**src/rtl/perr_pkg.sv**
```systemverilog
`timescale 1ns/1ps
package perr_pkg;

   typedef enum logic [2:0] {
      W_IDLE,
      W_ADDR2,
      W_GAP,
      W_ACTIVE,
      W_DRAIN,
      W_ENDHI
   } win_state_t;

   typedef struct packed {
      logic master;
      logic write;
      logic special;
   } txn_ctx_t;

endpackage

```
**src/rtl/perr_ctx_reg.sv**
```systemverilog
`timescale 1ns/1ps
module perr_ctx_reg
   import perr_pkg::*;
(
   input  logic     clk,
   input  logic     rst_n,
   input  logic     load,
   input  logic     is_master,
   input  logic     is_write,
   input  logic     special_cycle,
   output txn_ctx_t ctx
);

   always_ff @(posedge clk or negedge rst_n) begin
      if (!rst_n) begin
         ctx <= '0;
      end else if (load) begin
         ctx.master  <= is_master;
         ctx.write   <= is_write;
         ctx.special <= special_cycle;
      end
   end

endmodule

```
**src/rtl/perr_window.sv**
```systemverilog
`timescale 1ns/1ps
module perr_window
   import perr_pkg::*;
#(
   parameter int unsigned MIN_GAP_CLKS = 3
) (
   input  logic clk,
   input  logic rst_n,
   input  logic txn_start,
   input  logic dual_addr,
   input  logic is_master,
   input  logic devsel_n,
   input  logic ad_turn,
   output logic idle,
   output logic live,
   output logic drive_en,
   output logic report_en
);

   localparam int unsigned CNT_W = $clog2(MIN_GAP_CLKS + 1);
   localparam logic [CNT_W-1:0] GAP_DONE = CNT_W'(MIN_GAP_CLKS - 2);

   generate
      if (MIN_GAP_CLKS < 3) begin : g_bad_gap
         $error("perr_window: MIN_GAP_CLKS must be at least 3");
      end
   endgenerate

   win_state_t       state_q, state_d;
   logic [CNT_W-1:0] cnt_q, cnt_d;
   logic             devsel_seen_q, devsel_seen_d;
   logic             claim_ok, gap_ok;

   assign gap_ok   = (cnt_q == GAP_DONE);
   assign claim_ok = is_master || devsel_seen_q || !devsel_n;

   always_comb begin
      state_d       = state_q;
      cnt_d         = cnt_q;
      devsel_seen_d = devsel_seen_q;
      unique case (state_q)
         W_IDLE: begin
            if (txn_start) begin
               state_d       = dual_addr ? W_ADDR2 : W_GAP;
               cnt_d         = '0;
               devsel_seen_d = 1'b0;
            end
         end
         W_ADDR2: begin
            state_d       = W_GAP;
            cnt_d         = '0;
            devsel_seen_d = devsel_seen_q || !devsel_n;
         end
         W_GAP: begin
            devsel_seen_d = devsel_seen_q || !devsel_n;
            if (gap_ok && claim_ok) begin
               state_d = ad_turn ? W_DRAIN : W_ACTIVE;
            end else if (ad_turn) begin
               state_d = W_IDLE;
            end else if (!gap_ok) begin
               cnt_d = cnt_q + 1'b1;
            end
         end
         W_ACTIVE: begin
            if (ad_turn) state_d = W_DRAIN;
         end
         W_DRAIN:  state_d = W_ENDHI;
         W_ENDHI:  state_d = W_IDLE;
         default:  state_d = W_IDLE;
      endcase
   end

   always_ff @(posedge clk or negedge rst_n) begin
      if (!rst_n) begin
         state_q       <= W_IDLE;
         cnt_q         <= '0;
         devsel_seen_q <= 1'b0;
      end else begin
         state_q       <= state_d;
         cnt_q         <= cnt_d;
         devsel_seen_q <= devsel_seen_d;
      end
   end

   assign idle      = (state_q == W_IDLE);
   assign live      = state_q inside {W_GAP, W_ACTIVE, W_DRAIN};
   assign drive_en  = state_q inside {W_ACTIVE, W_DRAIN, W_ENDHI};
   assign report_en = state_q inside {W_ACTIVE, W_DRAIN};

   // two clocks after an accepted start the driver is still off
   assert_no_early_drive_R9: assert property (@(posedge clk) disable iff (!rst_n)
      (txn_start && state_q == W_IDLE) |=> !drive_en ##1 !drive_en);

   // a target only drives once it has claimed the transaction
   assert_target_claimed_R10: assert property (@(posedge clk) disable iff (!rst_n)
      (drive_en && !is_master) |-> devsel_seen_q);

endmodule

```
**src/rtl/perr_detect.sv**
```systemverilog
`timescale 1ns/1ps
module perr_detect
   import perr_pkg::*;
#(
   parameter bit EARLY_ASSERT = 1'b1
) (
   input  logic     clk,
   input  logic     rst_n,
   input  logic     clr,
   input  logic     live,
   input  txn_ctx_t ctx,
   input  logic     resp_en,
   input  logic     irdy_n,
   input  logic     trdy_n,
   input  logic     par_bad,
   output logic     assert_q
);

   logic rx_ok, done_now, seen_now;
   logic vld_q, cmp_q, sticky_q, err_now;

   assign rx_ok    = (ctx.master ^ ctx.write) && !ctx.special;
   assign done_now = !irdy_n && !trdy_n;

   generate
      if (EARLY_ASSERT) begin : g_early
         assign seen_now = ctx.master ? !trdy_n : !irdy_n;
      end else begin : g_late
         assign seen_now = done_now;
      end
   endgenerate

   assign err_now = par_bad && vld_q;

   always_ff @(posedge clk or negedge rst_n) begin
      if (!rst_n) begin
         vld_q    <= 1'b0;
         cmp_q    <= 1'b0;
         sticky_q <= 1'b0;
         assert_q <= 1'b0;
      end else if (clr) begin
         vld_q    <= 1'b0;
         cmp_q    <= 1'b0;
         sticky_q <= 1'b0;
         assert_q <= 1'b0;
      end else begin
         vld_q    <= live && rx_ok && seen_now;
         cmp_q    <= live && done_now;
         assert_q <= resp_en && (err_now || sticky_q);
         if (cmp_q)        sticky_q <= 1'b0;
         else if (err_now) sticky_q <= 1'b1;
      end
   end

   // an error indication only ends after the data phase completed
   assert_hold_to_done_R6: assert property (@(posedge clk) disable iff (!rst_n)
      ($fell(assert_q) && $past(resp_en) && !$past(clr) && !$past(clr, 2))
      |-> $past(cmp_q, 2));

endmodule

```
**src/rtl/perr_signaller.sv**
```systemverilog
`timescale 1ns/1ps
module perr_signaller
   import perr_pkg::*;
#(
   parameter int unsigned MIN_GAP_CLKS = 3,
   parameter bit          EARLY_ASSERT = 1'b1
) (
   input  logic clk,
   input  logic rst_n,
   input  logic txn_start,
   input  logic dual_addr,
   input  logic is_master,
   input  logic is_write,
   input  logic special_cycle,
   input  logic resp_en,
   input  logic irdy_n,
   input  logic trdy_n,
   input  logic devsel_n,
   input  logic par_bad,
   input  logic ad_turn,
   output logic perr_n_o,
   output logic perr_oe
);

   txn_ctx_t ctx;
   logic     idle, live, drive_en, report_en, err_q, start_ok;

   assign start_ok = txn_start && idle;

   perr_ctx_reg u_ctx (
      .clk          (clk),
      .rst_n        (rst_n),
      .load         (start_ok),
      .is_master    (is_master),
      .is_write     (is_write),
      .special_cycle(special_cycle),
      .ctx          (ctx)
   );

   perr_window #(.MIN_GAP_CLKS(MIN_GAP_CLKS)) u_win (
      .clk      (clk),
      .rst_n    (rst_n),
      .txn_start(txn_start),
      .dual_addr(dual_addr),
      .is_master(ctx.master),
      .devsel_n (devsel_n),
      .ad_turn  (ad_turn),
      .idle     (idle),
      .live     (live),
      .drive_en (drive_en),
      .report_en(report_en)
   );

   perr_detect #(.EARLY_ASSERT(EARLY_ASSERT)) u_det (
      .clk     (clk),
      .rst_n   (rst_n),
      .clr     (start_ok),
      .live    (live),
      .ctx     (ctx),
      .resp_en (resp_en),
      .irdy_n  (irdy_n),
      .trdy_n  (trdy_n),
      .par_bad (par_bad),
      .assert_q(err_q)
   );

   assign perr_oe  = drive_en;
   assign perr_n_o = !(err_q && report_en);

   // with response disabled the line reads high on the next clock
   assert_silent_when_off_R1: assert property (@(posedge clk) disable iff (!rst_n)
      !resp_en |=> perr_n_o);

   // the last driven clock before release is a high level
   assert_high_before_release_R8: assert property (@(posedge clk) disable iff (!rst_n)
      $fell(perr_oe) |-> $past(perr_n_o));

endmodule

```
**config.mk**
```make
export PLATFORM = sky130hd
export DESIGN_NAME = perr_signaller
export DESIGN_NICKNAME = d
export VERILOG_FILES = /design/src/rtl/perr_pkg.sv /design/src/rtl/perr_ctx_reg.sv /design/src/rtl/perr_window.sv /design/src/rtl/perr_detect.sv /design/src/rtl/perr_signaller.sv
export SDC_FILE = /design/constraint.sdc
export NUM_CORES = 1
export LEC_CHECK = 0
export ABC_AREA = 1
export BUFFER_PORTS_ARGS = -buffer_cell sky130_fd_sc_hd__buf_2
export CAP_MARGIN = 20
export CORE_MARGIN = 1.5
export CORE_UTILIZATION = 45
export CTS_CLUSTER_SIZE = 12
export DETAILED_ROUTE_END_ITERATION = 8
export PLACE_DENSITY = 0.77
export RECOVER_POWER = 25
export SYNTH_ARGS = -nofsm -noshare
export SYNTH_HDL_FRONTEND = slang
export SYNTH_SLANG_ARGS = --single-unit
```
**constraint.sdc**
```tcl
create_clock -name clk -period 1.65 [get_ports clk]
set_clock_uncertainty 0.1 [all_clocks]
set_input_delay 0.165 -clock clk [delete_from_list [all_inputs] [get_ports clk]]
set_output_delay 0.165 -clock clk [all_outputs]
set_load 0.01 [all_outputs]
```
# [Yosys cells after proc, flatten, opt, wreduce, memory -nomap -nowiden]
# Cells that the tools add are included.
[op_classes] n_addsub=1 eq_ne=12 muxes=21 bitwise=1 n_reduce_logical=30
[op_table] operator="two-way mux 3 bit" n=5
[op_table] operator="case mux 3 bit (5 select lines)" n=1
[op_table] operator="nonzero test 3 bit" n=4
[op_table] operator="logical AND 1 bit" n=10
[op_table] operator="two-way mux 2 bit" n=5
[op_table] operator="inequality test 2 bit (second input constant)" n=5
[op_table] operator="two-way mux 1 bit" n=8
[op_table] operator="== test 3 x 2 -> 1 bit (second input constant)" n=2
[op_table] operator="== test 3 bit (second input constant)" n=2
[op_table] operator="case mux 2 bit (3 select lines)" n=1
[op_table] operator="zero test 1 bit" n=5
[op_table] operator="AND reduction 5 bit" n=1
[op_table] operator="logical OR 1 bit" n=4
[op_table] operator="nonzero test 2 bit" n=2
[op_table] operator="== test 3 x 1 -> 1 bit (second input constant)" n=1
[op_table] operator="zero test 3 bit" n=1
[op_table] operator="inequality test 3 x 2 -> 1 bit (second input constant)" n=1
[op_table] operator="AND reduction 3 bit" n=1
[op_table] operator="adder 2 x 1 -> 2 bit (second input constant)" n=1
[op_table] operator="== test 2 x 1 -> 1 bit (second input constant)" n=1
[op_table] operator="case mux 1 bit (2 select lines)" n=1
[op_table] operator="AND reduction 2 bit" n=1
[op_table] operator="OR reduction 2 bit" n=1
[op_table] operator="bitwise XOR 1 bit" n=1
[totals] register_bits=13 out_inout_bits=2

# [Longest topological paths before layout]
# Gate-level depths: netlist of run 1.
[depth] ltp_word=5 ltp_mapped=7 depth_no_buf=7

# [Modules after synthesis]
# From an unflattened synthesis of run 1, not the netlist that was laid out.
[hier_totals] hier_cells=105 area_unflattened_um2=739.5
[by_module_without_submodules] module="perr_window" instances=1 cells_each=67 area_per_inst_um2=439.2 seq_area_each_um2=150.1
[by_module_without_submodules] module="perr_detect" instances=1 cells_each=22 area_per_inst_um2=176.4 seq_area_each_um2=100.1
[by_module_without_submodules] module="perr_ctx_reg" instances=1 cells_each=13 area_per_inst_um2=112.6 seq_area_each_um2=75.1
[by_module_without_submodules] module="perr_signaller" instances=1 cells_each=3 area_per_inst_um2=11.3 seq_area_each_um2=0.0

# [Worst setup path before layout of run 1]
# OpenSTA, ideal clock, no wires.
[synth_path] kind="flip-flop to flip-flop" start="register u_win.cnt_q[0]" end="register u_win.cnt_q[1]" setup_time_ns=0.077 arrival_ns=1.033 required_ns=1.473 slack_ns=0.440 path_stages_with_launch=4 n_path_buf=0 synth_period_minus_slack_ns=1.210 cell_sequence="dfrtp_1 -> ha_1 -> or2_2 -> o21ai_1"
[synth_between] elab_chain_len=5 elab_cells_between_ends=10
[synth_lines] item="start: declaration" line="perr_window.sv:30" text="logic [CNT_W-1:0] cnt_q, cnt_d;"
[synth_lines] item="start signal: assignment" line="perr_window.sv:80" text="cnt_q <= cnt_d;"
[synth_lines] item="adder 2 x 1 -> 2 bit" line="perr_window.sv:61" text="cnt_d = cnt_q + 1'b1;"
[synth_lines] item="two-way mux 2 bit" line="perr_window.sv:60" text="end else if (!gap_ok) begin"
[synth_lines] item="two-way mux 2 bit" line="perr_window.sv:58" text="end else if (ad_turn) begin"
[synth_lines] item="two-way mux 2 bit" line="perr_window.sv:56" text="if (gap_ok && claim_ok) begin"
[synth_lines] item="case mux 2 bit (3 select lines)" line="perr_window.sv:41" text="unique case (state_q)"
# Parallel ways exist; a longest one is shown, timed or not. The select of a mux whose other input is x is not followed.
# A chain may end at the register's enable or synchronous reset.

# [Worst setup path after layout of run 1]
[layout_path] start="register u_win.state_q[1]" end="output perr_n_o"
[layout_between] elab_chain_len=4 elab_cells_between_ends=5
[layout_lines] item="start: declaration" line="perr_window.sv:29" text="win_state_t state_q, state_d;"
[layout_lines] item="start signal: assignment" line="perr_window.sv:79" text="state_q <= state_d;"
[layout_lines] item="== test 3 x 2 -> 1 bit or == test 3 bit (tied branches)" line="perr_window.sv:88" text="assign report_en = state_q inside {W_ACTIVE, W_DRAIN};"
[layout_lines] item="nonzero test 2 bit *" line="perr_window.sv:88"
[layout_lines] item="logical AND 1 bit *" line="perr_signaller.sv:68" text="assign perr_n_o = !(err_q && report_en);"
[layout_lines] item="zero test 1 bit *" line="perr_signaller.sv:68"
[layout_lines] item="end: declaration" line="perr_signaller.sv:21" text="output logic perr_n_o,"
# Mark *: on every way between the ends. The rest lies on a longest branch, timed or not.

==> tab_implementation.tex, run 1 <==
\begin{tabular}{lr}
\hline
Metric & Value \\
\hline
\multicolumn{2}{l}{\textbf{STA}} \\
Transition time of the tightest slew-check pin & 669 ps \\
Crit path time final & 1510 ps \\
Setup TNS Final & 0 ps \\
Final clock period utilization by the worst path & roughly nine tenths \\
Final setup violation count & 0 \\
Total count of max-transition violations in the final report & 0 \\
Maximum clock rate & 0.662 GHz \\
Unrepaired setup endpoints after global routing & no \\
Number of hold violations in the final report & 0 \\
Headroom to the max-slew limit & 55.4\% \\
\multicolumn{2}{l}{\textbf{Yosys}} \\
Share of synthesized area spent on multiplexers & 0\% \\
Synthesized area & 688 µm² \\
Post-Synth XOR/XNOR Area & 0\% \\
Largest family of logic cells by synthesized area & simple AND/OR/NAND/NOR gates \\
Synthesized-area fraction occupied by ao, oa, aoi and oai cells & between 10\% and 20\% \\
Average footprint of a synthesized cell & 7.82 µm² \\
Post-synthesis simple-gate area fraction & between 30\% and 40\% \\
Area share of the largest cell type after synthesis & between 40\% and 50\% \\
Yosys synthesis warning count & 0 \\
Post-Synthesis Cells & 88 \\
Post-synthesis cell type count & 20 \\
Sequential cell area fraction in the yosys report & between 40\% and 50\% \\
Syn nets & 102 \\
Fraction of the mapped netlist area in adder cells & 1.82\% \\
Dominant cell type by area after synthesis & dfrtp\_1 \\
Number of storage elements in the synthesis netlist & 13 \\
Dominant cells by area after synthesis & dfrtp\_1, nand2\_1, nor2\_1, o21ai\_0, inv\_1 \\
\multicolumn{2}{l}{\textbf{Critical path}} \\
Worst Path Class, Setup & reg2out \\
Data arrival at the endpoint of the critical path & 1240 ps \\
Sort of element at the end of the critical path & output port \\
Launch instance of the worst register-to-register path & u\_win.state\_q[1] \\
Depth of the most critical reg-to-reg path & 6 \\
Required time at the endpoint of the critical path & 1380 ps \\
Maximum net fanout on the critical path & 6 \\
Kind of launch point of the worst setup path & flop \\
Setup slack of the most critical reg-to-reg path & 280 ps \\
Worst flop-to-flop path endpoint & u\_win.cnt\_q[1] \\
\multicolumn{2}{l}{\textbf{Placement}} \\
Placement Cell Area & 777 µm² \\
Total of buffers placed on input and output ports & 14 \\
HPWL after DPL & 1.08 mm \\
Routability congestion estimate from global placement & 0.898 \\
\multicolumn{2}{l}{\textbf{Die}} \\
Floorplan row count & 13 \\
Vertical die dimension & 42.1 µm \\
Horiz. Die Dim & 42.1 µm \\
Number of placed I/O pins & 15 \\
Die area & 1770 µm² \\
Area inside the core boundary & around 1400 µm² \\
Starting Density & 50.4\% \\
\multicolumn{2}{l}{\textbf{CTS}} \\
CTS Sinks & 13 \\
Root Buffer Master & clkbuf\_4 \\
TritonCTS clock tree & yes \\
Number of CTS-inserted buffers & 3 \\
H-tree levels & 1 \\
Clock slew at reported path FFs & 70 ps \\
Worst-Skew Late Latency & 270 ps \\
Number of buffers between clock root and the deepest sink & 2 \\
\multicolumn{2}{l}{\textbf{Layout}} \\
Count of nets after finishing & $\sim$130 \\
Ant. Diodes & 0 \\
Post-route cell area & approximately 870 µm² \\
Layout Area Growth over Synthesis & 26.4\% \\
Proportion of layout cells with a drive suffix above 1 & 25.7\% \\
\multicolumn{2}{l}{\textbf{Global routing}} \\
Met3 usage in global routing & under 10\% \\
Number of global-route vias before repair & $\sim$560 \\
Largest net degree at the start of global routing & 14 \\
Global-route wire length before repair & 2.38 mm \\
Met2 Resource Use GR & 25.6\% \\
GRT overflow & 0 \\
GR Layer Usage met1 & 25.3\% \\
Number of antenna violations at the first check in global routing & 0 \\
Total global-route track usage & 18.2\% \\
Routing layer with the top usage in global route & met2 \\
\multicolumn{2}{l}{\textbf{Pwr}} \\
Power per standard cell area & 1670 nW/µm² \\
Max IR drop VDD & around 0.77 mV \\
Static Leakage & 0.448 nW \\
\multicolumn{2}{l}{\textbf{Run status}} \\
Result of the run & complete, no violations \\
\multicolumn{2}{l}{\textbf{Detailed routing}} \\
Total vias in the final route & $\sim$660 \\
Detailed-router iteration count before antenna repair & 4 \\
DRC viols & 0 \\
Total Routed Length & 1.48 mm \\
First DRT Iteration DRCs & 20 \\
Wire length per cell & 11.5 µm \\
Average vias per placed instance & 5.12 \\
Final ANT Viol Nets & 0 \\
\multicolumn{2}{l}{\textbf{Worst hold path}} \\
Hold path startpoint & is\_write \\
Min-delay worst type & in2reg \\
Worst hold path endpoint & u\_ctx.ctx[1] \\
Hold Crit Depth & 3 \\
\multicolumn{2}{l}{\textbf{Run}} \\
Maximum Capacitance Violations & 0 \\
\hline
\end{tabular}
## cells in the final DEF (no fill, tap or decap), drive strengths merged
cell         instances
nand2               22
buf                 16
dfrtp               13
nor2                12
inv                 11
o21ai                9
nand3                7
a21oi                5
clkbuf               5
dlygate4sd3          4
or2                  3
nor3b                1
o211ai               1
o21bai               1
nor3                 1
o21a                 1
ha                   1
## cells by family (layout without fill, tap and decap cells)
| group | count (synthesis) | in the layout |
|---|---|---|
| buffers and inverters | 11 | 36 |
| AO/OA/AOI/OAI | 17 | 17 |
| adder cells (fa/ha/maj) | 1 | 1 |
| flip-flops | 13 | 13 |
| AND/OR/NAND/NOR | 46 | 46 |
## layer usage
| layer | vias up | share of wire [%] |
|---|---|---|
| met4 | 0 | 1.0 |
| met1 | 293 | 46 |
| li1 | 336 | - |
| met2 | 24 | 47 |
| met3 | 2 | 6.2 |
| met5 | - | 0 |
## synthesized netlist by cell type, drive strengths merged
cell type,n
nor3,1
ha,1
nand2,22
or2,3
o21a,1
nand3,7
dfrtp,13
a21oi,5
o21bai,1
o211ai,1
nor3b,1
inv,11
nor2,12
o21ai,9
## state kept, by name (all words and copies together), names as in the netlist
signal,count
u_ctx.ctx,3
u_det.assert_q,1
u_det.cmp_q,1
u_det.sticky_q,1
u_det.vld_q,1
u_win.cnt_q,2
u_win.devsel_seen_q,1
u_win.state_q,3
## worst max-delay path: stages, from the launching register on
cell and delay [ps]:
dfrtp_2 430, nand2_1 100, nor2_2 120, inv_1 60, nand2_1 90, nand2_1 50, buf_2 130
## final cells by class
type                    count  area [µm²]
clock buffers               4        26.3
fillers                   124         497
inverters                  11        41.3
multi-input cells          64         324
flip-flops and latches     13         328
well taps                  15        18.8
repair buffers             21         131
## report_power, final
part	leakage [nW]	internal, mW	switching, mW
Combinational	0.269	0.300	0.414
Sequential	0.164	0.440	0.105
Clock	0.0150	0.0935	0.0950
Total	0.448	0.834	0.614
## how the worst max path moves through the flow
stage | startpoint | endpoint | slack (ps) | depth (start not counted)
2_1_floorplan | u_win.cnt_q[0] | u_win.cnt_q[1] | 440 | 3
3_3_place_gp | u_win.state_q[1] | perr_n_o | 350 | 6
3_5_place_dp | u_win.state_q[1] | perr_n_o | 340 | 6
4_1_cts | u_win.state_q[1] | perr_n_o | 30 | 6
5_1_grt | u_win.state_q[1] | perr_n_o | 20 | 6
6_report | u_win.state_q[1] | perr_n_o | 140 | 6
## what timing repair did
action	CTS	global route
setup endpoints to repair	0	2
hold buffers	4	0
setup buffers	0	3
endpoints found under the hold margin	15	0
gates resized for setup	0	3
## stage by stage
step / worst slack (ps) / std cells / power (mW) / hold WS [ps] / utilization [%]
after floorplan: 440 / 88 / 1.01 / -231 / -
after global placement: 355 / 117 / 1.15 / -38.5 / 56.9
after detailed placement: 338 / 117 / 1.17 / -37.2 / 56.9
after CTS: 30.0 / 125 / 1.37 / 4.60 / 61.7
after global routing: 24.2 / 128 / 1.60 / 0.368 / 63.6
final: 140 / 128 / 1.45 / 12.2 / 63.6
(Power assumes the default switching activity.)
==> inputs of run 2 (changes only) <==
- MAX_ROUTING_LAYER: default -> met4
==> run 2 against run 1 <==
Against the previous run: design area shrank 1.7%; core utilization fell by 1.1 points; via count down 2.9%; die area stayed put; clock power barely moved; worst hold slack better by 1.7 ps; global-route usage is 0.14 points higher; sequential share of layout area is 0.66 points higher; power down 3.8%; first-iteration DRC count rose by 10%; highest routed layer unchanged; fmax fell by 1.1%.
==> tab_implementation.tex, run 2 (synthesis gave the netlist of run 1 again) <==
\begin{tabular}{lr}
\hline
Metric & Value \\
\hline
\multicolumn{2}{l}{\textbf{Critical path}} \\
Maximum net fanout on the critical path & 5 (-1) \\
Worst Path Class, Setup & reg2out \\
Data arrival at the endpoint of the critical path & 1260 ps (+20 ps) \\
Required time at the endpoint of the critical path & 1380 ps (about the same) \\
Sort of element at the end of the critical path & output port \\
Kind of launch point of the worst setup path & flop \\
\multicolumn{2}{l}{\textbf{Run}} \\
Maximum Capacitance Violations & 0 (unchanged) \\
\multicolumn{2}{l}{\textbf{CTS}} \\
TritonCTS clock tree & yes \\
Clock slew at reported path FFs & 70 ps (about the same) \\
Number of buffers between clock root and the deepest sink & 2 (unchanged) \\
H-tree levels & 1 (unchanged) \\
Number of CTS-inserted buffers & 3 (unchanged) \\
Worst-Skew Late Latency & 270 ps (about the same) \\
Root Buffer Master & clkbuf\_4 \\
CTS Sinks & 13 (unchanged) \\
\multicolumn{2}{l}{\textbf{Global routing}} \\
GRT overflow & 0 (unchanged) \\
Routing layer with the top usage in global route & met2 \\
Met3 usage in global routing & 5.17\% (-1.3 points) \\
Number of global-route vias before repair & 572 (+1.6\%) \\
Largest net degree at the start of global routing & 14 (unchanged) \\
Global-route wire length before repair & 2.37 mm (-0.59\%) \\
Number of antenna violations at the first check in global routing & 0 (unchanged) \\
Met2 Resource Use GR & 25.9\% (+0.31 points) \\
Total global-route track usage & 18.4\% (+0.14 points) \\
GR Layer Usage met1 & 24.8\% (-0.54 points) \\
\multicolumn{2}{l}{\textbf{STA}} \\
Unrepaired setup endpoints after global routing & no \\
Final clock period utilization by the worst path & 92.5\% (+1.0 points) \\
Final setup violation count & 0 (unchanged) \\
Number of hold violations in the final report & 0 (unchanged) \\
Headroom to the max-slew limit & 55.6\% (+0.19 points) \\
Crit path time final & 1530 ps (+16.6 ps) \\
Total count of max-transition violations in the final report & 0 (unchanged) \\
Smallest hold slack & 13.9 ps (+1.70 ps) \\
Transition time of the tightest slew-check pin & 666 ps (-2.82 ps) \\
Maximum clock rate & 0.655 GHz (-1.1\%) \\
Setup TNS Final & 0 ps (unchanged) \\
\multicolumn{2}{l}{\textbf{Die}} \\
Die area & 1770 µm² (unchanged) \\
Floorplan row count & 13 (unchanged) \\
Area inside the core boundary & 1370 µm² (unchanged) \\
Starting Density & 50.4\% (unchanged) \\
Horiz. Die Dim & 42.1 µm (unchanged) \\
Vertical die dimension & 42.1 µm (unchanged) \\
Number of placed I/O pins & 15 (unchanged) \\
\multicolumn{2}{l}{\textbf{Pwr}} \\
Reg power frac & 39.0\% (+1.4 points) \\
Final Power & 1.39 mW (-3.8\%) \\
Internal Pwr Total & 798 µW (-4.3\%) \\
Combinational power share & 47.6\% (-1.7 points) \\
Power dissipated by switching net loads & 595 µW (-3.1\%) \\
Share of power burned in the clock network & 13.4\% (+0.4 points) \\
Max IR drop VDD & 0.751 mV (-2.0\%) \\
Power per standard cell area & 1630 nW/µm² (-2.1\%) \\
Static Leakage & 0.439 nW (-2.1\%) \\
Share of total power consumed by net switching & 42.7\% (+0.32 points) \\
\multicolumn{2}{l}{\textbf{Detailed routing}} \\
Final ANT Viol Nets & 0 (unchanged) \\
Total Routed Length & 1.40 mm (-5.6\%) \\
Average vias per placed instance & 5.05 (-1.4\%) \\
DRC viols & 0 (unchanged) \\
Wire length per cell & 11.1 µm (-4.1\%) \\
First DRT Iteration DRCs & 22 (+10\%) \\
Total vias in the final route & 636 (-2.9\%) \\
Detailed-router iteration count before antenna repair & 4 (unchanged) \\
\multicolumn{2}{l}{\textbf{Placement}} \\
HPWL after DPL & 1.08 mm (unchanged) \\
Placed cells & 117 (unchanged) \\
Routability congestion estimate from global placement & 0.913 (+1.7\%) \\
Total of buffers placed on input and output ports & 14 (unchanged) \\
\multicolumn{2}{l}{\textbf{Run status}} \\
Result of the run & complete, no violations \\
\multicolumn{2}{l}{\textbf{Layout}} \\
Largest registers ranked by flip-flop count & u\_ctx.ctx x3, u\_win.state\_q x3, u\_win.cnt\_q x2 \\
Proportion of layout cells with a drive suffix above 1 & 24.3\% (-1.3 points) \\
Commonest non-fill, non-tap cell in the layout & nand2\_1 \\
Ant. Diodes & 0 (unchanged) \\
Count of nets after finishing & 126 (-1.6\%) \\
Highest-count cells in the layout ignoring fill and taps & nand2\_1, buf\_2, dfrtp\_1 \\
Filler Cell Count & 122 (-1.6\%) \\
Layout Area Growth over Synthesis & 24.2\% \\
Non-filler instance count after layout & 126 (-1.6\%) \\
\multicolumn{2}{l}{\textbf{Worst hold path}} \\
Min-delay worst type & in2reg \\
\hline
\end{tabular}
[run 2: cell count changes in the layout (fill, tap and decap cells not counted)]
cell and change:
buf_4 -2
[run 2: path summary, 6_finish.rpt]
check	start	endpoint	slack, ps	cells after the start
max	u_win.state_q[0]	perr_n_o	120	5
min in group asynchronous	rst_n	u_ctx.ctx[0]	340	2
max reg2reg	u_win.state_q[2]	u_win.cnt_q[1]	330	6
min	is_write	u_ctx.ctx[1]	10	3
min reg2reg	u_det.cmp_q	u_det.sticky_q	330	1
max in group asynchronous	rst_n	u_win.state_q[0]	650	2
[run 2: layout make-up]
cell class | count | area, µm² | share of cell area (%)
clock buffers | 4 | 26.3 | 3.07
inverters | 11 | 41.3 | 4.83
multi-input cells | 64 | 324 | 37.9
repair buffers | 19 | 116 | 13.6
well taps | 15 | 18.8 | 2.20
flip-flops and latches | 13 | 328 | 38.4
[run 2: per-stage QoR]
step           setup slack, ps  utilization (%)  cell area [µm²]
5_1_grt                   10.6             62.5              855
3_5_place_dp               338             56.9              777
4_1_cts                   30.0             61.7              843
3_3_place_gp               355             56.9              777
6_report                   124             62.5              855
2_1_floorplan              440                -              688
[run 2: critical path: stages, from the launching register on]
cell	delay, ps
dfrtp_2	440
nor2_4	180
nand2_1	80
nand2_1	100
nand2_1	50
buf_2	130
[run 2: routing by layer]
metal  up-vias  wire length, µm  share of wire (%)
met5         -                0                  0
met4         0               15                1.1
met3         2               50                3.6
met2        11              630                 45
met1       291              699                 50
li1        332                -                  -
[run 2: repair_timing]
item | in CTS | in global routing
hold buffers | 4 | 0
endpoints found under the setup margin | 0 | 2
hold endpoints to repair | 15 | 0
resized for setup | 0 | 3
buffers inserted | 0 | 1
[run 2: power groups by stage]
stage | logic [mW] | clock network (mW) | registers (mW)
4_1_cts | 0.641 | 0.194 | 0.536
2_1_floorplan | 0.487 | 0 | 0.521
3_5_place_dp | 0.628 | 0 | 0.543
6_report | 0.663 | 0.187 | 0.543
3_3_place_gp | 0.618 | 0 | 0.536
5_1_grt | 0.764 | 0.221 | 0.559
==> inputs of run 3 (changes only) <==
- CELL_PAD_IN_SITES_DETAIL_PLACEMENT: default -> 1
- CELL_PAD_IN_SITES_GLOBAL_PLACEMENT: default -> 2
- CORE_UTILIZATION: 45 -> 29
- PLACE_DENSITY: 0.77 -> 0.84
==> run 3 against run 2 <==
Against the previous run: design area increased by 3.1%; first-iteration DRC count down 41%; clock power up 7%; via count rose by 0.79%; worst setup slack got worse by 25 ps; critical path depth is the same; worst hold slack got worse by 5.8 ps; global-route usage is 2.8 points lower; sequential cell count stayed put; fmax shrank 1.6%.
==> tab_implementation.tex, run 3 (synthesis gave the netlist of run 1 again) <==
\begin{tabular}{lr}
\hline
Metric & Value \\
\hline
\multicolumn{2}{l}{\textbf{Detailed routing}} \\
DRC viols & 0 (unchanged) \\
First DRT Iteration DRCs & 13 (-41\%) \\
Wire length per cell & 12.3 µm (+11\%) \\
Total vias in the final route & 641 (+0.79\%) \\
Average vias per placed instance & 4.58 (-9.3\%) \\
Total Routed Length & 1.72 mm (+23\%) \\
Final ANT Viol Nets & 0 (unchanged) \\
Detailed-router iteration count before antenna repair & 4 (unchanged) \\
\multicolumn{2}{l}{\textbf{Critical path}} \\
Slowest-stage cell, CP & dfrtp\_2 \\
Maximum net fanout on the critical path & 5 (unchanged) \\
Data arrival at the endpoint of the critical path & 1290 ps (+30 ps) \\
Worst Path Class, Setup & reg2out \\
Sort of element at the end of the critical path & output port \\
Worst path max stage delay & 450 ps (about the same) \\
Kind of launch point of the worst setup path & flop \\
Most frequent cell on the critical path & nand2\_1 \\
Setup crit start & u\_win.state\_q[0] \\
Launch instance of the worst register-to-register path & u\_win.state\_q[0] \\
Required time at the endpoint of the critical path & 1380 ps (about the same) \\
Critical path cell sequence & nor2\_4, nand2\_1, nand2\_1, nand2\_1, buf\_2 \\
\multicolumn{2}{l}{\textbf{STA}} \\
Total count of max-transition violations in the final report & 0 (unchanged) \\
Final setup violation count & 0 (unchanged) \\
Unrepaired setup endpoints after global routing & no \\
Crit path time final & 1550 ps (+25.2 ps) \\
Headroom to the max-slew limit & 50.6\% (-5.0 points) \\
Final clock period utilization by the worst path & 94.0\% (+1.5 points) \\
Setup TNS Final & 0 ps (unchanged) \\
Transition time of the tightest slew-check pin & 741 ps (+75.1 ps) \\
Smallest hold slack & 8.11 ps (-5.83 ps) \\
Number of hold violations in the final report & 0 (unchanged) \\
Maximum clock rate & 0.645 GHz (-1.6\%) \\
\multicolumn{2}{l}{\textbf{Layout}} \\
Layout Area Growth over Synthesis & 28.0\% \\
Commonest non-fill, non-tap cell in the layout & nand2\_1 \\
Proportion of layout cells with a drive suffix above 1 & 24.1\% (-0.22 points) \\
Ant. Diodes & 0 (unchanged) \\
Count of nets after finishing & 127 (+0.79\%) \\
Largest registers ranked by flip-flop count & u\_ctx.ctx x3, u\_win.state\_q x3, u\_win.cnt\_q x2 \\
Highest-count cells in the layout ignoring fill and taps & nand2\_1, buf\_2, dfrtp\_1 \\
Filler Cell Count & 287 (+140\%) \\
\multicolumn{2}{l}{\textbf{CTS}} \\
H-tree levels & 1 (unchanged) \\
TritonCTS clock tree & yes \\
Number of buffers between clock root and the deepest sink & 2 (unchanged) \\
CTS Sinks & 13 (unchanged) \\
Root Buffer Master & clkbuf\_4 \\
Clock slew at reported path FFs & 80 ps (about the same) \\
Worst-Skew Late Latency & 270 ps (about the same) \\
Number of CTS-inserted buffers & 3 (unchanged) \\
\multicolumn{2}{l}{\textbf{Worst hold path}} \\
Hold path startpoint & resp\_en \\
Min-delay worst type & in2reg \\
\multicolumn{2}{l}{\textbf{Placement}} \\
Routability congestion estimate from global placement & 0.863 (-5.4\%) \\
Total of buffers placed on input and output ports & 14 (unchanged) \\
HPWL after DPL & 1.35 mm (+25\%) \\
\multicolumn{2}{l}{\textbf{Global routing}} \\
Total global-route track usage & 15.6\% (-2.8 points) \\
Number of global-route vias before repair & 686 (+20\%) \\
Largest net degree at the start of global routing & 14 (unchanged) \\
GRT overflow & 0 (unchanged) \\
Number of antenna violations at the first check in global routing & 0 (unchanged) \\
Global-route wire length before repair & 2.96 mm (+25\%) \\
\multicolumn{2}{l}{\textbf{Run}} \\
Maximum Capacitance Violations & 0 (unchanged) \\
\multicolumn{2}{l}{\textbf{Die}} \\
Horiz. Die Dim & 51.7 µm (+23\%) \\
Floorplan row count & 17 (+4) \\
Starting Density & 30.8\% (-20 points) \\
Area inside the core boundary & 2230 µm² (+63\%) \\
Die area & 2670 µm² (+51\%) \\
Vertical die dimension & 51.7 µm (+23\%) \\
Number of placed I/O pins & 15 (unchanged) \\
\multicolumn{2}{l}{\textbf{Pwr}} \\
Max IR drop VDD & 0.586 mV (-22\%) \\
Final Power & 1.43 mW (+2.3\%) \\
Power per standard cell area & 1620 nW/µm² (-0.72\%) \\
Static Leakage & 0.443 nW (+0.95\%) \\
\multicolumn{2}{l}{\textbf{Run status}} \\
Result of the run & complete, no violations \\
\hline
\end{tabular}
[run 3: report_power, final]
group | internal (mW) | switching, mW
clock | 0.0936 | 0.107
sequential | 0.440 | 0.101
combinational | 0.266 | 0.418
[run 3: repair_timing]
action                                  in CTS  in global routing
endpoints found under the setup margin       0                  2
hold buffers                                 5                  0
buffers inserted                             0                  1
endpoints found under the hold margin       16                  0
gates resized for setup                      0                  3
[run 3: path summary, 6_finish.rpt]
kind	to	slack, ps	cells past startpoint
max reg2reg	u_win.cnt_q[0]	310	5
min reg2reg	u_det.sticky_q	300	1
max	perr_n_o	100	5
min	u_det.assert_q	8	3
min in group asynchronous	u_det.vld_q	370	2
max in group asynchronous	u_win.state_q[0]	570	2
[run 3: per-stage QoR]
step                      worst slack (ps)  cell area (µm²)  cells  util [%]
final                                 98.5              881    140      39.4
after global routing                  8.86              881    140      39.4
after CTS                             5.96              870    139      38.9
after detailed placement               312              793    130      35.5
after global placement                 327              793    130      35.5
after floorplan                        440              688     88         -
[run 3: worst max-delay path, delay by kind of cell (launching register included)]
family        cells  cell delay (ps)
flops             1              450
simple gates      4              440
buf+inv           1              130
[run 3: final cells by class]
cell class | count | area [µm²] | share of cell area, %
multi-input cells | 64 | 324 | 36.8
flip-flops and latches | 13 | 328 | 37.2
clock buffers | 4 | 26.3 | 2.98
repair buffers | 20 | 126 | 14.3
inverters | 11 | 41.3 | 4.69
well taps | 28 | 35.0 | 3.98
[run 3: metal layers]
layer / wire length [µm] / GRT usage, % / part of all wire (%)
met2: 863 / 26.7 / 50
met5: 0 / - / 0
met4: 10 / 6.58 / 0.58
met3: 48 / 1.72 / 2.8
met1: 796 / 18.6 / 46
